$ cat src/rtl/vl_csr_pkg.sv
package vl_csr_pkg;

  typedef enum logic [1:0] {
    OP_NONE  = 2'd0,
    OP_WRITE = 2'd1,
    OP_SET   = 2'd2,
    OP_CLEAR = 2'd3
  } csrOp_e;

  // strobes from control to datapath
  typedef struct packed {
    logic   hit;      // accepted access to one of the two VL addresses
    logic   primary;  // access targets the set-length address
    logic   doWrite;  // VL register takes a new value
    logic   rdWrite;  // destination register is written
    csrOp_e op;
  } vlStrobe_t;

endpackage

$ cat src/rtl/vl_clamp.sv
module vl_clamp #(
  parameter int XLEN  = 32,
  parameter int MAXVL = 32,
  parameter int VLW   = $clog2(MAXVL) + 1
) (
  input  logic [XLEN-1:0] rawLen,
  output logic [VLW-1:0]  clampedLen
);
  localparam logic [XLEN-1:0] MaxWide = XLEN'(MAXVL);
  localparam logic [VLW-1:0]  MaxNarrow = VLW'(MAXVL);

  always_comb begin
    if (rawLen == '0) begin
      clampedLen = VLW'(1);
    end else if (rawLen > MaxWide) begin
      clampedLen = MaxNarrow;
    end else begin
      clampedLen = rawLen[VLW-1:0];
    end
  end
endmodule

$ cat src/rtl/vl_csr_ctrl.sv
module vl_csr_ctrl
  import vl_csr_pkg::*;
#(
  parameter logic [11:0] ADDR_VL      = 12'h7c0,
  parameter logic [11:0] ADDR_VL_REAL = 12'h7c1
) (
  input  logic        clk,
  input  logic        rstN,
  input  logic        csrValid,
  input  logic [11:0] csrAddr,
  input  logic [1:0]  csrOp,
  input  logic [4:0]  csrRdIdx,
  input  logic        operandZero,
  output vlStrobe_t   strobes
);
  logic   hitPrimary;
  logic   hitAlias;
  logic   accept;
  csrOp_e opDec;

  always_comb begin
    opDec      = csrOp_e'(csrOp);
    hitPrimary = (csrAddr == ADDR_VL);
    hitAlias   = (csrAddr == ADDR_VL_REAL);
    accept     = csrValid && (hitPrimary || hitAlias) && (opDec != OP_NONE);

    strobes.hit     = accept;
    strobes.primary = accept && hitPrimary;
    strobes.op      = opDec;
    // set/clear with a zero operand is a pure read
    strobes.doWrite = accept && ((opDec == OP_WRITE) || !operandZero);
    strobes.rdWrite = accept && (csrRdIdx != 5'd0);
  end

  // nothing reaches the datapath without a legal access
  assert_reject_R9 : assert property (@(posedge clk) disable iff (!rstN)
    (!csrValid || (csrOp == 2'd0)) |-> (!strobes.doWrite && !strobes.rdWrite));

endmodule

$ cat src/rtl/vl_csr_dp.sv
module vl_csr_dp
  import vl_csr_pkg::*;
#(
  parameter int XLEN  = 32,
  parameter int MAXVL = 32,
  parameter int VLW   = $clog2(MAXVL) + 1
) (
  input  logic            clk,
  input  logic            rstN,
  input  vlStrobe_t       strobes,
  input  logic            csrUseImm,
  input  logic [XLEN-1:0] csrSrc,
  input  logic [4:0]      csrImm,
  input  logic [4:0]      csrRdIdx,
  output logic            operandZero,
  output logic            wbEn,
  output logic [4:0]      wbIdx,
  output logic [XLEN-1:0] wbData,
  output logic [VLW-1:0]  vlCurrent
);
  logic [VLW-1:0]  vlQ;
  logic [XLEN-1:0] vlWide;
  logic [XLEN-1:0] operand;
  logic [XLEN-1:0] rawLen;
  logic [VLW-1:0]  newLen;
  logic [XLEN-1:0] wbNext;

  always_comb begin
    operand     = csrUseImm ? XLEN'(csrImm) : csrSrc;
    operandZero = (operand == '0);
    vlWide      = XLEN'(vlQ);
    unique case (strobes.op)
      OP_SET:   rawLen = vlWide | operand;
      OP_CLEAR: rawLen = vlWide & ~operand;
      default:  rawLen = operand;
    endcase
  end

  vl_clamp #(.XLEN(XLEN), .MAXVL(MAXVL), .VLW(VLW)) i_clamp (
    .rawLen    (rawLen),
    .clampedLen(newLen)
  );

  // primary address hands back the stored new length, alias the old one
  always_comb begin
    if (strobes.primary && strobes.doWrite) wbNext = XLEN'(newLen);
    else                                    wbNext = vlWide;
  end

  always_ff @(posedge clk) begin
    if (!rstN) begin
      vlQ    <= VLW'(1);
      wbEn   <= 1'b0;
      wbIdx  <= 5'd0;
      wbData <= '0;
    end else begin
      if (strobes.doWrite) vlQ <= newLen;
      wbEn <= strobes.rdWrite;
      if (strobes.hit) begin
        wbIdx  <= csrRdIdx;
        wbData <= wbNext;
      end
    end
  end

  assign vlCurrent = vlQ;

  assert_vl_range_R10 : assert property (@(posedge clk) disable iff (!rstN)
    (vlQ >= VLW'(1)) && (vlQ <= VLW'(MAXVL)));

  assert_no_x0_wb_R4 : assert property (@(posedge clk) disable iff (!rstN)
    wbEn |-> (wbIdx != 5'd0));

  assert_alias_old_R5 : assert property (@(posedge clk) disable iff (!rstN)
    (strobes.rdWrite && !strobes.primary) |=> (wbData == XLEN'($past(vlQ))));

  assert_primary_new_R2 : assert property (@(posedge clk) disable iff (!rstN)
    (strobes.rdWrite && strobes.primary) |=> (wbData == XLEN'(vlQ)));

  assert_hold_R9 : assert property (@(posedge clk) disable iff (!rstN)
    !strobes.hit |=> $stable(vlQ));

endmodule

$ cat src/rtl/vl_csr_unit.sv
module vl_csr_unit
  import vl_csr_pkg::*;
#(
  parameter int          XLEN         = 32,
  parameter int          MAXVL        = 32,
  parameter logic [11:0] ADDR_VL      = 12'h7c0,
  parameter logic [11:0] ADDR_VL_REAL = 12'h7c1,
  localparam int         VLW          = $clog2(MAXVL) + 1
) (
  input  logic            clk,
  input  logic            rstN,
  input  logic            csrValid,
  input  logic [11:0]     csrAddr,
  input  logic [1:0]      csrOp,
  input  logic            csrUseImm,
  input  logic [XLEN-1:0] csrSrc,
  input  logic [4:0]      csrImm,
  input  logic [4:0]      csrRdIdx,
  output logic            wbEn,
  output logic [4:0]      wbIdx,
  output logic [XLEN-1:0] wbData,
  output logic [VLW-1:0]  vlCurrent
);
  vlStrobe_t strobes;
  logic      operandZero;

  vl_csr_ctrl #(.ADDR_VL(ADDR_VL), .ADDR_VL_REAL(ADDR_VL_REAL)) i_ctrl (
    .clk        (clk),
    .rstN       (rstN),
    .csrValid   (csrValid),
    .csrAddr    (csrAddr),
    .csrOp      (csrOp),
    .csrRdIdx   (csrRdIdx),
    .operandZero(operandZero),
    .strobes    (strobes)
  );

  vl_csr_dp #(.XLEN(XLEN), .MAXVL(MAXVL), .VLW(VLW)) i_dp (
    .clk        (clk),
    .rstN       (rstN),
    .strobes    (strobes),
    .csrUseImm  (csrUseImm),
    .csrSrc     (csrSrc),
    .csrImm     (csrImm),
    .csrRdIdx   (csrRdIdx),
    .operandZero(operandZero),
    .wbEn       (wbEn),
    .wbIdx      (wbIdx),
    .wbData     (wbData),
    .vlCurrent  (vlCurrent)
  );
endmodule

$ cat config.mk
export PLATFORM = sky130hd
export DESIGN_NAME = vl_csr_unit
export DESIGN_NICKNAME = d
export VERILOG_FILES = /design/src/rtl/vl_csr_pkg.sv /design/src/rtl/vl_clamp.sv /design/src/rtl/vl_csr_ctrl.sv /design/src/rtl/vl_csr_dp.sv /design/src/rtl/vl_csr_unit.sv
export SDC_FILE = /design/constraint.sdc
export NUM_CORES = 1
export LEC_CHECK = 0
export BUFFER_PORTS_ARGS = -buffer_cell sky130_fd_sc_hd__buf_2
export CAP_MARGIN = 5
export CORE_ASPECT_RATIO = 0.8
export CORE_MARGIN = 2
export CORE_UTILIZATION = 25
export DETAILED_ROUTE_END_ITERATION = 12
export PLACE_DENSITY_LB_ADDON = 0.15
export SLEW_MARGIN = 20
export SYNTH_ARGS = -nofsm -noshare
export SYNTH_HDL_FRONTEND = slang
export SYNTH_SLANG_ARGS = --single-unit
export TNS_END_PERCENT = 1
$ cat constraint.sdc
create_clock -name clk -period 2.5 [get_ports clk]
set_input_delay 0.75 -clock clk [delete_from_list [all_inputs] [get_ports clk]]
set_output_delay 0.75 -clock clk [all_outputs]
set_load 0.02 [all_outputs]
# ---- Yosys cells after proc, flatten, opt, wreduce, memory -nomap -nowiden
# Index checks and enable logic that the tools add are counted.
# Widths: inputs -> output; s select.
dict set report word_totals {
  regBits 44
  input_bits 60
  out_inout_bits 44
  wordCells 31
}
dict set report op_classes {
  order_cmp 1
  eq_ne 5
  mux 5
  n_bitwise 3
  n_reduce_logical 13
}
# operator count
set ops {}
lappend ops {{$logic_not 32->1} 2}
lappend ops {{$pmux 32 s2} 1}
lappend ops {{$and 6x32->32} 1}
lappend ops {{$gt 32x6->1 const B} 1}
lappend ops {{$mux 32} 1}
lappend ops {{$not 32->32} 1}
lappend ops {{$or 6x32->32} 1}
lappend ops {{$eq 12x11->1 const B} 2}
lappend ops {{$mux 6} 3}
lappend ops {{$logic_and 1x1->1} 6}
lappend ops {{$reduce_bool 5->1} 1}
lappend ops {{$eq 2x2->1 const B} 2}
lappend ops {{$eq 2x1->1 const B} 1}
lappend ops {{$logic_or 1x1->1} 2}
lappend ops {{$reduce_bool 2->1} 1}
lappend ops {{$logic_not 1->1} 1}

# ---- Logic depth before layout (Yosys ltp)
# Gate-level depths: netlist of the first run.
dict set report depth {
  word_depth 8
  mapped_depth 8
  ltp_nobuf 6
}

# ---- Modules after synthesis
# From an unflattened synthesis of the first run, not the netlist that was laid out.
dict set report unflattened {
  hier_cells 196
  hier_area_um2 1574.0
}
# mod n_inst cells_per_inst area_per_inst_um2
set modules_own_cells {}
lappend modules_own_cells {vl_csr_dp 1 161 1311.3}
lappend modules_own_cells {vl_clamp 1 22 161.4}
lappend modules_own_cells {vl_csr_ctrl 1 13 101.3}

# ---- Least setup slack after synthesis of the first run
# No wires, ideal clock.
dict set report synth_path {
  path_type {input port to flip-flop}
  from {in csrSrc[26]}
  to {reg i_dp.vlQ[1] (netlist: i_dp.vlCurrent[1])}
  setup_ns 0.117
  arrival_time_ns 2.522
  t_required_ns 2.383
  setup_slack_ns -0.139
  cell_stages 6
  n_path_buf 0
  path_cell_list {or4_4 > or4_4 > a2bb2oi_2 > o211a_4 > and2_4 > a22o_1}
}
dict set report synth_via {
  elab_chain_cells 7
  word_cells_on_any_way 13
  classes_between {order compare (1); mux (4); bitwise (3); reduce/logical (5)}
}
# item line_no
set synth_rtl {}
lappend synth_rtl {{start, declared} vl_csr_unit.sv:16} ;# input logic [XLEN-1:0] csrSrc,
lappend synth_rtl {{$mux 32 (*)} vl_csr_dp.sv:29} ;# operand = csrUseImm ? XLEN'(csrImm) : csrSrc;
lappend synth_rtl {{$not 32->32} vl_csr_dp.sv:34} ;# OP_CLEAR: rawLen = vlWide & ~operand;
lappend synth_rtl {{$and 6x32->32} vl_csr_dp.sv:34}
lappend synth_rtl {{$pmux 32 s2} vl_csr_dp.sv:32} ;# unique case (strobes.op)
lappend synth_rtl {{$gt 32x6->1} vl_clamp.sv:15} ;# end else if (rawLen > MaxWide) begin
lappend synth_rtl {{$mux 6} vl_clamp.sv:15}
lappend synth_rtl {{$mux 6} vl_clamp.sv:13} ;# if (rawLen == '0) begin
lappend synth_rtl {{end signal, assigned} vl_csr_dp.sv:57} ;# if (strobes.doWrite) vlQ <= newLen;
lappend synth_rtl {{end, declared} vl_csr_dp.sv:21} ;# logic [VLW-1:0] vlQ;
# Every way passes the cells marked *; elsewhere a longest branch is shown, timed or not.
# A chain may end at the register's enable or synchronous reset.

# ---- Worst setup path after layout of the first run
dict set report layout_path {
  from {in csrSrc[26]}
  to {reg i_dp.vlQ[4] (netlist: i_dp.vlCurrent[4])}
}
# The elaborated chain is that of the path after synthesis.

==> results of run 1 <==
-- metal layers --
layer | vias to the layer above | share of wire | track usage
met5 | - | 0 | 0
met4 | 0 | 0.0052 | 0.01940
met3 | 5 | 0.075 | 0.04167
met2 | 44 | 0.45 | 0.1970
met1 | 611 | 0.47 | 0.1706
li1 | 710 | - | -
-- power breakdown --
group	internal [mW]	leakage, nW	switching [mW]
sequential	0.287	0.145	0.0000244
clock	0.107	0.0216	0.0944
combinational	0.0677	0.753	0.0928
-- synth_stat cells --
master / instances / area share
nor4b_1: 1 / 0.0066
o211ai_1: 2 / 0.011
inv_1: 4 / 0.011
a211oi_1: 1 / 0.0056
buf_6: 1 / 0.0085
nor3_1: 2 / 0.0075
o21ai_1: 1 / 0.0038
nand3b_1: 1 / 0.0056
a2bb2oi_2: 1 / 0.011
dfxtp_1: 18 / 0.27
or4_1: 4 / 0.023
o21ai_0: 3 / 0.011
a21oi_1: 2 / 0.0075
nand3_1: 8 / 0.030
nor2b_1: 5 / 0.023
o21ai_2: 1 / 0.0066
a22o_1: 5 / 0.033
nand4_1: 6 / 0.028
and2_1: 3 / 0.014
a2bb2oi_1: 1 / 0.0066
a21o_1: 2 / 0.011
clkbuf_1: 2 / 0.0056
conb_1: 1 / 0.0028
nor4_2: 2 / 0.019
o21ai_4: 1 / 0.012
buf_2: 1 / 0.0038
nor2_1: 7 / 0.020
o31ai_1: 1 / 0.0056
buf_4: 26 / 0.15
nor4_1: 7 / 0.033
or4_4: 2 / 0.017
and2_4: 1 / 0.0066
mux2i_1: 17 / 0.13
or2_2: 1 / 0.0047
nand4b_1: 1 / 0.0066
o211a_4: 1 / 0.013
nand2_1: 14 / 0.039
-- cell families (layout without fill, tap and decap cells) --
family                 count (synthesis)  count (layout)  share of synthesized area
AOI/OAI and AO/OA                     22              22                     0.1391
muxes                                 17              17                     0.1278
buffers and inverters                 34             101                     0.1757
and+or+nand+nor                       65              65                     0.2838
DFF                                   18              18                     0.2707
other                                  1              26                   0.002817
-- worst max path at each step --
| stage | cells past startpoint | from | endpoint |
|---|---|---|---|
| finish | 7 | csrSrc[26] | i_dp.vlCurrent[4]$_SDFFE_PN0P_ |
| global route | 7 | csrSrc[26] | i_dp.vlCurrent[4]$_SDFFE_PN0P_ |
| CTS | 7 | csrSrc[26] | i_dp.vlCurrent[4]$_SDFFE_PN0P_ |
| detailed placement | 7 | csrSrc[26] | i_dp.vlCurrent[4]$_SDFFE_PN0P_ |
| global placement | 7 | csrSrc[26] | i_dp.vlCurrent[4]$_SDFFE_PN0P_ |
| floorplan | 6 | csrSrc[26] | i_dp.vlCurrent[1]$_SDFFE_PN0P_ |
-- through the flow --
step | utilization | instance area [um^2] | total power, mW | cells
finish | 0.3629 | 1838 | 0.6487 | 311
floorplan | - | 1425 | 0.4073 | 182
global placement | 0.3547 | 1797 | 0.4522 | 308
detailed placement | 0.3547 | 1797 | 0.4527 | 308
global route | 0.3629 | 1838 | 0.6839 | 311
CTS | 0.3629 | 1838 | 0.6558 | 311
-- registers in the layout (all words and copies together) (netlist names) --
register / cells
i_dp.vlCurrent: 6
i_dp.wbData: 6
i_dp.wbEn: 1
i_dp.wbIdx: 5
-- worst max-delay path, cell delays in order --
cell,delay (ps)
buf_2,100
or4_4,530
or4_4,520
a2bb2oi_2,180
o211a_4,270
and2_4,170
a22o_1,170
-- layout make-up --
| cell class | count | share of cell area |
|---|---|---|
| clock buffer | 3 | 0.02246 |
| inverter | 4 | 0.008169 |
| multi-input combinational | 130 | 0.4520 |
| sequential | 18 | 0.1961 |
| tap | 62 | 0.04221 |
| timing repair buffer | 94 | 0.2791 |
==> impl_metrics.ini, run 1 <==
[global_route]
grt_first_pass_wirelength_mm = 6.106
grt-ovfl-total = 0
grt_max_degree = 13
grtUsageTotal = 0.1257
grt_pass1_vias = 1347
antenna_found_initial = 0

[sta]
finalSetupViolations = 4
report.final.hold_viol_count = 0
finClkSkew_ps = 1.275
min_period_ps = 2542
worst_hold_slack_ps = 448.6
setup_ws_ps = -41.83
rsz0062_at_grt = yes
fin_setup_tns_ps = -162.8
drv_slew = 0
layout_worst_path_cycle_share = 1.017
max_freq_ghz = 0.3934

[outcome]
failed_checks = negative setup slack
outcome = finished, violations left

[route]
routedWlPerCell_um = 11.74
first_pass_iters = 4
routed_wl_mm = 3.651
drc = 0
avgViaCountPerCell = 4.405
drtIter0Drc = 19
vias = 1370
postRouteAntennaNets = 0

[critical_path]
r2r_start = i_dp.vlCurrent[4]$_SDFFE_PN0P_
critPathMaxFanout = 5
required_ps = 2650
start_kind = input port
cp-end-kind = flip-flop
reg2regPathDepth = 6
cp_data_arrival_time_ps = 2690
criticalPathCategory = in -> reg
rrSetupSlack_ps = 950
reg2reg_to = i_dp.vlCurrent[4]$_SDFFE_PN0P_

[synthesis]
syn_avg_cell_area_um2 = 8.479
netlist_area_mm2 = 0.001331
synth.distinct_cells = 37
synth_warnings = 0
ys_ff_latch = 18
ys_seq_area_frac = 0.2707
synth_cells = 157

[clock_tree]
clk_pin_slew_worst_paths_ps = 70
worst_skew_pair.late_latency_ps = 250
clockBufferDepth = 2
cts_tree = yes
cts_buffers = 3
root_buffer = clkbuf_8
cts_setup_buffers = 0
cts_resized = 0
cts_max_level = 1
clock-sinks = 18
ctsHoldBuffers = 0

[worst_hold_path]
holdCritStartpoint = i_dp.wbData[5]$_SDFFE_PN0P_
hp-class = reg -> reg
min_path_cells = 2
min_to = i_dp.wbData[5]$_SDFFE_PN0P_

[place]
dp_hpwl_mm = 3.206
place_ws_ps = -308.3
placement.io_buffers = 77
globalplace.congestion = 0.7607

[floorplan]
die_w_um = 85.59
num_io_pins = 104
start_util = 0.2628
rows = 23
coreArea_mm2 = 0.005065
dieArea_mm2 = 0.005928
die_h_um = 69.27

[finish]
drive_above_1_share = 0.4297
diodes = 0
fillerInstances = 547
multi_input_area_um2 = 830.8
final_cell_mix = buf_2, conb_1, dfxtp_1, mux2i_1, buf_4
nets = 311
synthToLayoutAreaGrowth_pct = 38.06
mostFrequentLayoutCell = buf_2
regArea_um2 = 360.3

[pwr]
powerDensity_mw_per_mm2 = 352.9
leakagePower_nw = 0.9197
ir_worst_vdd_mv = 0.1438

[flow_run]
maxCapViolations = 0
(Power assumes the default switching activity.)
==> run 2: changes to the inputs <==
MAX_ROUTING_LAYER = met4   (was unset)
SETUP_SLACK_MARGIN = 0.3   (was unset)
clock period = 3 ns   (was 2.5 ns; I/O delays follow)
==> impl_metrics.ini, run 2 (synthesis gave the netlist of run 1 again) <==
[finish]
drive_above_1_share = 0.4118
final_cell_mix = buf_2, conb_1, dfxtp_1, mux2i_1, nand2_1
synthToLayoutAreaGrowth_pct = 34.68
diodes = 0
mostFrequentLayoutCell = buf_2
final_area_mm2 = 0.001793
nets = 299

[critical_path]
start_kind = input port
path_cells = buf_6 > or4_4 > or4_4 > a2bb2oi_4 > o211a_4 > and2_4 > a22o_1
required_ps = 3140
path_common_cell = or4_4
cp_data_arrival_time_ps = 2820
slowest_stage = or4_4
crit_cells = 7
critPathMaxFanout = 5
reg2regPathDepth = 6
cp-end-kind = flip-flop
criticalPathCategory = in -> reg
cpPeakStageDelay_ps = 530
critical_path_buf_inv_count = 1
crit_family = simple AND/OR/NAND/NOR gates

[sta]
report.final.hold_viol_count = 0
tightest_slew_ps = 752.6
finClkSkew_ps = 8.589
max_freq_ghz = 0.3731
min_period_ps = 2680
layout_worst_path_cycle_share = 0.8934
finalSetupViolations = 0
drv_slew = 0
rsz0062_at_grt = yes
maxSlewHeadroom = 0.4930
fin_setup_tns_ps = 0

[floorplan]
rows = 23
dieArea_mm2 = 0.005928
start_util = 0.2628
die_h_um = 69.27
coreArea_mm2 = 0.005065
num_io_pins = 104
die_w_um = 85.59

[global_route]
grtUsageTotal = 0.1186
antenna_found_initial = 0
grt_max_degree = 13
grt_first_pass_wirelength_mm = 5.651
grt-ovfl-total = 0
grt_pass1_vias = 1230

[place]
placed_area_mm2 = 0.001707
placement.io_buffers = 77
dp_hpwl_mm = 3.063
globalplace.congestion = 0.7305

[clock_tree]
root_buffer = clkbuf_8
cts_tree = yes
cts_buffers = 3
cts_resized = 0
worst_skew_pair.late_latency_ps = 250
cts_setup_buffers = 0
clk_pin_slew_worst_paths_ps = 60
cts_max_level = 1
ctsHoldBuffers = 0
clock-sinks = 18
clockBufferDepth = 2

[route]
drtIter0Drc = 18
routed_wl_mm = 3.577
postRouteAntennaNets = 0
routedWlPerCell_um = 11.92
vias = 1328
drc = 0
avgViaCountPerCell = 4.427
first_pass_iters = 4

[pwr]
leakagePower_nw = 0.8804
ir_worst_vdd_mv = 0.1834
powerDensity_mw_per_mm2 = 313.3

[outcome]
outcome = finished, final reports clean

[flow_run]
maxCapViolations = 0

[worst_hold_path]
hp-class = reg -> reg
min_path_cells = 2
## run 2: where the power goes
group          switching (mW)  internal [mW]  leakage, nW
logic                  0.0757         0.0483        0.707
clock network          0.0825          0.117       0.0288
registers           0.0000201          0.239        0.145
total                   0.158          0.404        0.880
## run 2: tightest hold or removal path: stages (launching register included)
cell and delay [ps]:
dfxtp_1 320, nand2_1 50, nand3_1 50
## run 2: cell type report
| class | instances | area, um^2 |
|---|---|---|
| Inverter | 4 | 15.01 |
| Tap cell | 62 | 77.57 |
| Sequential cell | 18 | 360.3 |
| Fill cell | 563 | 3272 |
| Timing Repair Buffer | 82 | 435.4 |
| Clock buffer | 4 | 55.05 |
| Multi-Input combinational cell | 130 | 849.6 |
## run 2: layer usage
metal	track usage	routed length, um	vias up
met5	-	0	-
met4	0.01411	0	0
met3	0.03929	234	0
met2	0.1788	1578	37
met1	0.1592	1765	606
li1	-	-	685
## run 2: path summary, 6_finish.rpt
check                                                     from                              to  slack [ps]
worst min register to register     i_dp.wbData[4]$_SDFFE_PN0P_     i_dp.wbData[4]$_SDFFE_PN0P_         450
worst max register to register  i_dp.vlCurrent[4]$_SDFFE_PN0P_  i_dp.vlCurrent[1]$_SDFFE_PN0P_        1420
worst min-delay path               i_dp.wbData[4]$_SDFFE_PN0P_     i_dp.wbData[4]$_SDFFE_PN0P_         450
worst max-delay path                                 csrSrc[3]  i_dp.vlCurrent[1]$_SDFFE_PN0P_         320
## run 2: through the flow
step                      power (mW)  utilization  hold slack [ps]  setup slack, ps  instances
after floorplan               0.3394            -            525.2            211.3        182
after global placement        0.3640       0.3370            442.1            51.83        296
after detailed placement      0.3639       0.3370            437.7            42.23        296
after CTS                     0.5636       0.3478            453.4            308.5        300
after global routing          0.5935       0.3540            465.9            291.1        300
final                         0.5618       0.3540            452.3            319.8        300
==> run 3: changes to the inputs <==
CELL_PAD_IN_SITES_DETAIL_PLACEMENT = 0   (was unset)
CELL_PAD_IN_SITES_GLOBAL_PLACEMENT = 1   (was unset)
==> impl_metrics.ini, run 3 (synthesis gave the netlist of run 1 again) <==
[global_route]
grt-ovfl-total = 0
grtUsageTotal = 0.1240
grt.busiest_layer = met2
grt_first_pass_wirelength_mm = 5.947
grt_max_degree = 13
antenna_found_initial = 0
use_met2 = 0.1970
grtUsageMet1 = 0.1647
grt_pass1_vias = 1269
met3_usage = 0.03333

[route]
drc = 0
routed_wl_mm = 3.666
postRouteAntennaNets = 0
vias = 1349
avgViaCountPerCell = 4.467
first_pass_iters = 4
drtIter0Drc = 20
routedWlPerCell_um = 12.14

[critical_path]
path_common_cell = or4_4
critical_path_buf_inv_count = 1
path_cells = buf_6 > or4_4 > or4_4 > a2bb2oi_4 > o211a_4 > and2_4 > a22o_1
cp_data_arrival_time_ps = 2830
criticalPathCategory = in -> reg
start_kind = input port
critPathMaxFanout = 5
cp-end-kind = flip-flop
cpPeakStageDelay_ps = 540
required_ps = 3140
slowest_stage = or4_4
crit_family = simple AND/OR/NAND/NOR gates

[finish]
mostFrequentLayoutCell = buf_2
final_cell_mix = buf_2, conb_1, dfxtp_1, mux2i_1, nand2_1
final_area_mm2 = 0.001798
nets = 301
diodes = 0
fillerInstances = 539
synthToLayoutAreaGrowth_pct = 35.06
drive_above_1_share = 0.4125

[floorplan]
rows = 23
die_w_um = 85.59
dieArea_mm2 = 0.005928
num_io_pins = 104
die_h_um = 69.27
start_util = 0.2628
coreArea_mm2 = 0.005065

[pwr]
power.share.combinational = 0.220
powerDensity_mw_per_mm2 = 311.3
switching_share = 0.2790
p_int_mw = 0.4036
leakagePower_nw = 0.8856
seqPwrFrac = 0.427
power_frac_clock = 0.354
ir_worst_vdd_mv = 0.1883
p_switching_mw = 0.1562

[sta]
report.final.hold_viol_count = 0
min_period_ps = 2689
finClkSkew_ps = 2.286
finalSetupViolations = 0
max_freq_ghz = 0.3718
fin_setup_tns_ps = 0
drv_slew = 0
maxSlewHeadroom = 0.5384
layout_worst_path_cycle_share = 0.8965
tightest_slew_ps = 685.1
rsz0062_at_grt = yes

[clock_tree]
cts_tree = yes
clk_pin_slew_worst_paths_ps = 70
clock-sinks = 18
clockBufferDepth = 2
ctsHoldBuffers = 0
cts_max_level = 1
worst_skew_pair.late_latency_ps = 250
root_buffer = clkbuf_8
cts_buffers = 3

[place]
dp_hpwl_mm = 3.137
placed_area_mm2 = 0.001722
placement.io_buffers = 77
globalplace.congestion = 0.7675

[flow_run]
maxCapViolations = 0

[worst_hold_path]
hp-class = reg -> reg

[outcome]
outcome = finished, final reports clean
==> run 3: changes by cell type in the layout (fill, tap and decap cells not counted), sizes merged <==
cell  delta
buf      +2
==> run 3: path summary, 6_finish.rpt <==
kind,start,slack (ps),cells after the start,end
hold / removal,i_dp.wbData[4]$_SDFFE_PN0P_,460,2,i_dp.wbData[4]$_SDFFE_PN0P_
hold reg to reg,i_dp.wbData[4]$_SDFFE_PN0P_,460,2,i_dp.wbData[4]$_SDFFE_PN0P_
setup reg to reg,i_dp.vlCurrent[4]$_SDFFE_PN0P_,1440,6,i_dp.vlCurrent[3]$_SDFFE_PN0P_
setup / recovery,csrSrc[20],310,7,i_dp.vlCurrent[3]$_SDFFE_PN0P_
==> run 3: tightest hold or removal path: cells and delay by family, from the launching register on <==
kind,cells,cell delay [ps]
and+or+nand+nor,2,100
DFF,1,330
==> run 3: timing repair <==
item,4_1_cts,5_1_grt
hold endpoints to repair,0,0
endpoints found under the setup margin,0,4
setup buffers,0,0
resized for setup,0,3
==> run 3: through the flow <==
stage | power [mW] | worst slack (ps) | hold WS, ps | util | std cells
CTS | 0.5606 | 304.9 | 465.3 | 0.3508 | 302
detailed placement | 0.3645 | 41.99 | 445.3 | 0.3399 | 298
global route | 0.5861 | 288.2 | 494.9 | 0.3550 | 302
floorplan | 0.3394 | 211.3 | 525.2 | - | 182
global placement | 0.3664 | 52.03 | 443.5 | 0.3399 | 298
finish | 0.5598 | 310.6 | 455.2 | 0.3550 | 302
==> run 3: power groups by stage <==
stage	clock, mW	sequential, mW	combinational [mW]
final	0.198	0.239	0.123
after global routing	0.213	0.239	0.135
after CTS	0.201	0.239	0.121
after detailed placement	0	0.244	0.120
after global placement	0	0.244	0.122
after floorplan	0	0.244	0.0950
==> run 3: layout make-up <==
| type | count | area, um^2 | share of cell area |
|---|---|---|---|
| Multi-Input combinational cell | 130 | 845.8 | 0.4704 |
| Timing Repair Buffer | 84 | 444.2 | 0.2470 |
| Sequential cell | 18 | 360.3 | 0.2004 |
| Tap cell | 62 | 77.57 | 0.04315 |
| Clock buffer | 4 | 55.05 | 0.03062 |
| Inverter | 4 | 15.01 | 0.008351 |
==> run 3: metal layers <==
| metal | wire, um | up-vias |
|---|---|---|
| met5 | 0 | - |
| met4 | 5 | 0 |
| met3 | 252 | 2 |
| met2 | 1659 | 53 |
| met1 | 1749 | 609 |
| li1 | - | 685 |
